===== config.mk =====
export PLATFORM = sky130hd
export DESIGN_NAME = gpio_bank
export DESIGN_NICKNAME = d
export VERILOG_FILES = /design/src/rtl/gpio_bank_pkg.sv /design/src/rtl/gpio_bank_ctrl.sv /design/src/rtl/gpio_bank_dp.sv /design/src/rtl/gpio_bank.sv
export SDC_FILE = /design/constraint.sdc
export NUM_CORES = 1
export LEC_CHECK = 0
export ABC_CLOCK_PERIOD_IN_PS = 3900
export BUFFER_PORTS_ARGS = -buffer_cell sky130_fd_sc_hd__buf_2
export CORE_MARGIN = 3
export CORE_UTILIZATION = 40
export CTS_CLUSTER_DIAMETER = 40
export DETAILED_ROUTE_END_ITERATION = 8
export PLACE_DENSITY = 0.57
export SETUP_SLACK_MARGIN = 0.3
export SLEW_MARGIN = 20
export SYNTH_ARGS = -nofsm -noshare
export SYNTH_HDL_FRONTEND = slang
export SYNTH_SLANG_ARGS = --single-unit

===== constraint.sdc =====
create_clock -name clk -period 3.9 [get_ports clk]
set_input_delay 0.585 -clock clk [delete_from_list [all_inputs] [get_ports clk]]
set_output_delay 0.585 -clock clk [all_outputs]
set_load 0.02 [all_outputs]

===== src/rtl/gpio_bank_pkg.sv =====
package gpio_bank_pkg;
  parameter int PORT_W      = 8;
  parameter int NUM_PORTS   = 4;
  parameter int SYNC_STAGES = 2;
  parameter int ADDR_W      = 5;
  parameter int DATA_W      = 32;
  localparam int LINES      = PORT_W * NUM_PORTS;
  localparam int BE_W       = DATA_W / 8;
  localparam int CFG_W      = 2 * LINES;

  // word index = byte offset / 4
  typedef enum logic [2:0] {
    SEL_PINSEL = 3'd0,
    SEL_NONE1  = 3'd1,
    SEL_DIR    = 3'd2,
    SEL_DATA   = 3'd3,
    SEL_STAT   = 3'd4,
    SEL_CFGLO  = 3'd5,
    SEL_CFGHI  = 3'd6,
    SEL_NONE7  = 3'd7
  } regSel_e;

  typedef struct packed {
    logic            wrPinSel;
    logic            wrDir;
    logic            wrData;
    logic            wrClr;
    logic            wrCfgLo;
    logic            wrCfgHi;
    logic [BE_W-1:0] laneEn;
  } busStrobe_t;

  function automatic logic [DATA_W-1:0] laneMerge(
    input logic [DATA_W-1:0] oldVal,
    input logic [DATA_W-1:0] newVal,
    input logic [BE_W-1:0]   be);
    logic [DATA_W-1:0] res;
    for (int b = 0; b < BE_W; b++)
      res[b*8 +: 8] = be[b] ? newVal[b*8 +: 8] : oldVal[b*8 +: 8];
    return res;
  endfunction
endpackage


===== src/rtl/gpio_bank_ctrl.sv =====
module gpio_bank_ctrl
  import gpio_bank_pkg::*;
(
  input  logic [ADDR_W-1:0] busAddr,
  input  logic              busWe,
  input  logic [BE_W-1:0]   busBe,
  output busStrobe_t        stb,
  output regSel_e           rdSel
);
  assign rdSel = regSel_e'(busAddr[ADDR_W-1:2]);

  always_comb begin
    stb          = '0;
    stb.laneEn   = busBe;
    if (busWe) begin
      unique case (rdSel)
        SEL_PINSEL: stb.wrPinSel = 1'b1;
        SEL_DIR:    stb.wrDir    = 1'b1;
        SEL_DATA:   stb.wrData   = 1'b1;
        SEL_STAT:   stb.wrClr    = 1'b1;
        SEL_CFGLO:  stb.wrCfgLo  = 1'b1;
        SEL_CFGHI:  stb.wrCfgHi  = 1'b1;
        default:    ;
      endcase
    end
  end
endmodule


===== src/rtl/gpio_bank_dp.sv =====
module gpio_bank_dp
  import gpio_bank_pkg::*;
(
  input  logic              clk,
  input  logic              rstN,
  input  busStrobe_t        stb,
  input  regSel_e           rdSel,
  input  logic [DATA_W-1:0] wdata,
  input  logic [LINES-1:0]  pinIn,
  output logic [DATA_W-1:0] rdata,
  output logic [LINES-1:0]  pinOut,
  output logic [LINES-1:0]  pinOe,
  output logic              irq
);
  logic [LINES-1:0] pinSelQ, dirQ, dataQ, statQ, prevQ, hit, clrMask;
  logic [CFG_W-1:0] cfgQ;
  logic [SYNC_STAGES-1:0][LINES-1:0] syncChain;
  logic [LINES-1:0] pinSync;

  assign pinSync = syncChain[SYNC_STAGES-1];

  always_ff @(posedge clk) begin
    if (!rstN) syncChain <= '0;
    else       syncChain <= {syncChain[SYNC_STAGES-2:0], pinIn};
  end

  always_ff @(posedge clk) begin
    if (!rstN) prevQ <= '0;
    else       prevQ <= pinSync;
  end

  // edge match per line against its 2-bit code
  for (genvar n = 0; n < LINES; n++) begin : g_edge
    logic riseN, fallN;
    assign riseN  = pinSync[n] & ~prevQ[n];
    assign fallN  = ~pinSync[n] & prevQ[n];
    assign hit[n] = (cfgQ[2*n+1] & riseN) | (cfgQ[2*n] & fallN);
  end

  for (genvar b = 0; b < BE_W; b++) begin : g_clr
    assign clrMask[b*8 +: 8] = (stb.wrClr && stb.laneEn[b]) ? wdata[b*8 +: 8] : 8'h00;
  end

  always_ff @(posedge clk) begin
    if (!rstN) begin
      pinSelQ <= '0;
      dirQ    <= '0;
      dataQ   <= '0;
      cfgQ    <= '0;
      statQ   <= '0;
    end else begin
      if (stb.wrPinSel) pinSelQ <= laneMerge(pinSelQ, wdata, stb.laneEn);
      if (stb.wrDir)    dirQ    <= laneMerge(dirQ, wdata, stb.laneEn);
      if (stb.wrData)   dataQ   <= laneMerge(dataQ, wdata, stb.laneEn);
      if (stb.wrCfgLo)  cfgQ[DATA_W-1:0]      <= laneMerge(cfgQ[DATA_W-1:0], wdata, stb.laneEn);
      if (stb.wrCfgHi)  cfgQ[CFG_W-1:DATA_W]  <= laneMerge(cfgQ[CFG_W-1:DATA_W], wdata, stb.laneEn);
      statQ <= (statQ & ~clrMask) | hit;
    end
  end

  always_comb begin
    unique case (rdSel)
      SEL_PINSEL: rdata = pinSelQ;
      SEL_DIR:    rdata = dirQ;
      SEL_DATA:   rdata = pinSync;
      SEL_STAT:   rdata = statQ;
      SEL_CFGLO:  rdata = cfgQ[DATA_W-1:0];
      SEL_CFGHI:  rdata = cfgQ[CFG_W-1:DATA_W];
      default:    rdata = '0;
    endcase
  end

  assign pinOut = dataQ;
  assign pinOe  = dirQ;
  assign irq    = |statQ;
endmodule


===== src/rtl/gpio_bank.sv =====
module gpio_bank
  import gpio_bank_pkg::*;
(
  input  logic              clk,
  input  logic              rstN,
  input  logic [ADDR_W-1:0] busAddr,
  input  logic              busWe,
  input  logic [BE_W-1:0]   busBe,
  input  logic [DATA_W-1:0] busWdata,
  output logic [DATA_W-1:0] busRdata,
  input  logic [LINES-1:0]  pinIn,
  output logic [LINES-1:0]  pinOut,
  output logic [LINES-1:0]  pinOe,
  output logic              irq
);
  busStrobe_t stb;
  regSel_e    rdSel;

  gpio_bank_ctrl u_ctrl (
    .busAddr(busAddr), .busWe(busWe), .busBe(busBe),
    .stb(stb), .rdSel(rdSel)
  );

  gpio_bank_dp u_dp (
    .clk(clk), .rstN(rstN), .stb(stb), .rdSel(rdSel), .wdata(busWdata),
    .pinIn(pinIn), .rdata(busRdata), .pinOut(pinOut), .pinOe(pinOe), .irq(irq)
  );
endmodule


==> flow_results.xml <==
<?xml version="1.0" encoding="UTF-8"?>
<metrics>
  <group name="pwr">
    <metric name="power.ir.vdd_worst" unit="mV">0.3327</metric>
    <metric name="power_density" unit="mW/mm^2">512.7</metric>
    <metric name="fin_total_pwr" unit="mW">7.242</metric>
    <metric name="leakage" unit="nW">5.458</metric>
  </group>
  <group name="global_routing">
    <metric name="globalRouteOverflowTotal" unit="">0</metric>
    <metric name="global_route.usage.met1" unit="%">30.46</metric>
    <metric name="grt_pass1_wl" unit="um">51910</metric>
    <metric name="grt_util_met3" unit="%">4.107</metric>
    <metric name="most_heavily_used_metal_layer_in_global_routing" unit="">met2</metric>
    <metric name="initial_antenna_violation_count" unit="">1</metric>
    <metric name="first_global_vias" unit="">8660</metric>
    <metric name="pin_count_of_the_biggest_net_entering_global_routing" unit="">91</metric>
    <metric name="global_route_met2_utilization" unit="%">33.55</metric>
    <metric name="grt_util_all_layers" unit="%">21.70</metric>
  </group>
  <group name="detailed_routing">
    <metric name="routed_via_density" unit="">5.178</metric>
    <metric name="drtIter0Drc" unit="">863</metric>
    <metric name="dr_total_vias" unit="">9097</metric>
    <metric name="detail_route.wirelength" unit="um">34410</metric>
    <metric name="number_of_antenna_violating_nets_in_the_routed_design" unit="">0</metric>
    <metric name="wl_per_cell" unit="um">19.59</metric>
    <metric name="post-route-drc-count" unit="">0</metric>
    <metric name="detail_route.first_pass.iterations" unit="">5</metric>
  </group>
  <group name="timing">
    <metric name="drv_slew" unit="">0</metric>
    <metric name="slew-limit-headroom" unit="%">53.98</metric>
    <metric name="timing.final.crit_period" unit="ns">2.862</metric>
    <metric name="max_clock_freq" unit="GHz">0.3494</metric>
    <metric name="total_of_endpoints_with_negative_setup_slack_in_the_final_report" unit="">0</metric>
    <metric name="layout_worst_path_cycle_share" unit="%">73.39</metric>
    <metric name="fin_tns_setup" unit="ns">0</metric>
    <metric name="fin_hold_ws" unit="ns">0.2627</metric>
    <metric name="post-route-worst-setup-slack" unit="ns">1.038</metric>
    <metric name="fin_skew" unit="ns">0.01504</metric>
    <metric name="final-hold-violation-count" unit="">0</metric>
    <metric name="rsz0062_at_grt" unit="">false</metric>
    <metric name="worstMarginPinSlew" unit="ns">0.6839</metric>
  </group>
  <group name="setup_path">
    <metric name="worst_setup_slack_for_register_to_register_paths" unit="ns">2.58</metric>
    <metric name="timing.critical_path.arrival" unit="ns">2.28</metric>
    <metric name="critical_path.endpoint_type" unit="">output port</metric>
    <metric name="worstPathRequired" unit="ns">3.31</metric>
    <metric name="critical-path-max-stage-delay" unit="ns">0.51</metric>
    <metric name="cp_cell_sequence" unit="">buf_2, nor3b_2, buf_4, a22oi_1, o211ai_1, buf_2</metric>
    <metric name="worstRegToRegCells" unit="">3</metric>
    <metric name="timing.critical_path.max_delay_family" unit="">buffers and inverters</metric>
    <metric name="worst_r2r_endpoint" unit="">u_dp.statQ[12]</metric>
    <metric name="crit_path_top_delay_cell" unit="">buf_4</metric>
    <metric name="worstPathMaxFanout" unit="">48</metric>
    <metric name="critical-path-top-cell-by-count" unit="">buf_2</metric>
    <metric name="critical_path_class" unit="">in2out</metric>
    <metric name="worstSetupStartpointType" unit="">primary input</metric>
    <metric name="timing.critical_path.buf_inv" unit="">3</metric>
    <metric name="timing.rr.start" unit="">u_dp.pinSync[12]</metric>
  </group>
  <group name="final_layout">
    <metric name="num-fill-cells" unit="">2647</metric>
    <metric name="final_layout_size_suffix_gt1_share" unit="%">20.75</metric>
    <metric name="area_growth_syn_to_layout" unit="%">23.00</metric>
    <metric name="layout_commonest_cell" unit="">dfxtp_1</metric>
    <metric name="most-common-layout-cells" unit="">dfxtp_1 (288), nand2_1 (228), buf_2 (169)</metric>
    <metric name="finalNetCount" unit="">1419</metric>
    <metric name="final_util" unit="%">50.43</metric>
  </group>
  <group name="logic_synthesis">
    <metric name="yosys.cell_types.count" unit="">29</metric>
    <metric name="synth_area_leaders" unit="">dfxtp_1 (50%), mux2i_1 (14%), nand2_1 (7.5%)</metric>
    <metric name="ys_warn_count" unit="">0</metric>
    <metric name="syn_nets" unit="">1255</metric>
    <metric name="number_of_standard_cells_after_synthesis" unit="">1179</metric>
    <metric name="syn_area_per_cell" unit="um^2">9.740</metric>
    <metric name="ys_ff_latch" unit="">288</metric>
    <metric name="synth_top_area_cell" unit="">dfxtp_1</metric>
    <metric name="yosysTopAreaCellShare" unit="%">50.21</metric>
    <metric name="netlist_area_before_placement" unit="mm^2">0.01148</metric>
    <metric name="proportion_of_synthesized_chip_area_in_sequential_cells" unit="%">50.21</metric>
  </group>
  <group name="die">
    <metric name="dieWidth" unit="um">175.4</metric>
    <metric name="floorplan.initialDensity" unit="%">41.00</metric>
    <metric name="io_pins" unit="">173</metric>
    <metric name="design.core.area" unit="mm^2">0.02801</metric>
    <metric name="placement_rows" unit="">61</metric>
    <metric name="die_height" unit="um">175.4</metric>
    <metric name="die-area" unit="mm^2">0.03078</metric>
  </group>
  <group name="status">
    <metric name="outcome" unit="">complete, no violations</metric>
  </group>
  <group name="clock_network">
    <metric name="post_cts.resized_instances" unit="">0</metric>
    <metric name="clock_tree.buffer_depth" unit="">3</metric>
    <metric name="cts_made_buffers" unit="">43</metric>
    <metric name="cts.repair_timing.setup_buffer_count" unit="">0</metric>
    <metric name="clk_pin_slew_worst_paths" unit="ns">0.05</metric>
    <metric name="postCtsHoldBufs" unit="">0</metric>
    <metric name="h_tree_levels" unit="">2</metric>
    <metric name="insertion_delay" unit="ns">0.53</metric>
    <metric name="tritoncts" unit="">done</metric>
    <metric name="clock_sink_total" unit="">288</metric>
    <metric name="clockRootBuffer" unit="">clkbuf_16</metric>
  </group>
  <group name="flow_run">
    <metric name="max-cap-violations" unit="">0</metric>
  </group>
  <group name="min_path">
    <metric name="worstHoldStart" unit="">pinIn[22]</metric>
    <metric name="min_path_type" unit="">in2reg</metric>
    <metric name="hold-path-endpoint" unit="">u_dp.syncChain[22]</metric>
    <metric name="hold_path_depth" unit="">2</metric>
  </group>
  <group name="placed_design">
    <metric name="routabilityCongestion" unit="">0.8448</metric>
    <metric name="buffer_ports.inserted" unit="">170</metric>
    <metric name="dp.final_hpwl" unit="um">24100</metric>
    <metric name="post_placement_worst_setup_slack" unit="ns">1.095</metric>
  </group>
</metrics>
sequential cells by signal, summed over array words and instances, names as in the netlist:
register and flops:
u_dp.cfgQ 64, u_dp.pinOe 32, u_dp.pinOut 32, u_dp.pinSelQ 32
u_dp.pinSync 32, u_dp.prevQ 32, u_dp.statQ 32, u_dp.syncChain 32
layer usage:
metal	wire length (um)	part of all wire, %	up-vias
met5	0	0	-
met4	962	2.8	0
met3	2348	6.8	71
met2	15270	44	335
met1	15840	46	4257
li1	-	-	4434
how the worst max path moves through the flow:
stage	start	end	slack [ns]	cells past startpoint
5_1_grt	busAddr[4]	busRdata[30]	0.94	6
3_5_place_dp	busAddr[4]	busRdata[8]	1.10	6
6_report	busAddr[4]	busRdata[8]	1.04	6
2_1_floorplan	busAddr[4]	busRdata[13]	1.63	5
4_1_cts	busAddr[4]	busRdata[24]	1.09	6
3_3_place_gp	busAddr[4]	busRdata[30]	1.12	6
logic make-up after synthesis:
| kind of cell | synth area share, % |
|---|---|
| buffers and inverters | 3.966 |
| AND/OR/NAND/NOR | 19.72 |
| flip-flops | 50.21 |
| AO/OA/AOI/OAI | 12.16 |
| multiplexers | 13.95 |
stage by stage:
stage,instances,instance area [um^2]
floorplan,1179,11480
global placement,1676,12670
detailed placement,1676,12670
CTS,1756,14120
global route,1756,14120
finish,1757,14120
power by group:
part           internal, mW  leakage [nW]  switching [mW]
registers              3.01          2.34          0.0461
logic                 0.119          2.41           0.243
clock network          2.41         0.706            1.42
total                  5.53          5.46            1.71
cell type report:
class	instances	area [um^2]	share of cell area (%)
antenna	1	2.502	0.01772
clock buffer	57	1210	8.566
clock inverter	23	241.5	1.710
inverter	33	123.9	0.8770
multi-input combinational	787	5274	37.34
sequential	288	5766	40.82
tap	378	473.0	3.348
timing repair buffer	190	1035	7.326
Yosys cell counts, drive strengths merged:
master and number:
o21a 32, and3b 3, buf 27, nor2 16, nor3 1, dfxtp 288
nor2b 2, inv 32, clkbuf 44, mux2i 160, a22oi 96, clkinv 1
nand3b 35, nor3b 2, nand4 2, o21ai 32, a31oi 32, or2 1
o211ai 10, and2 104, nor4 8, nand3 22, or3 1, nand2 228
No activity file was read; power rests on OpenSTA's default activity.
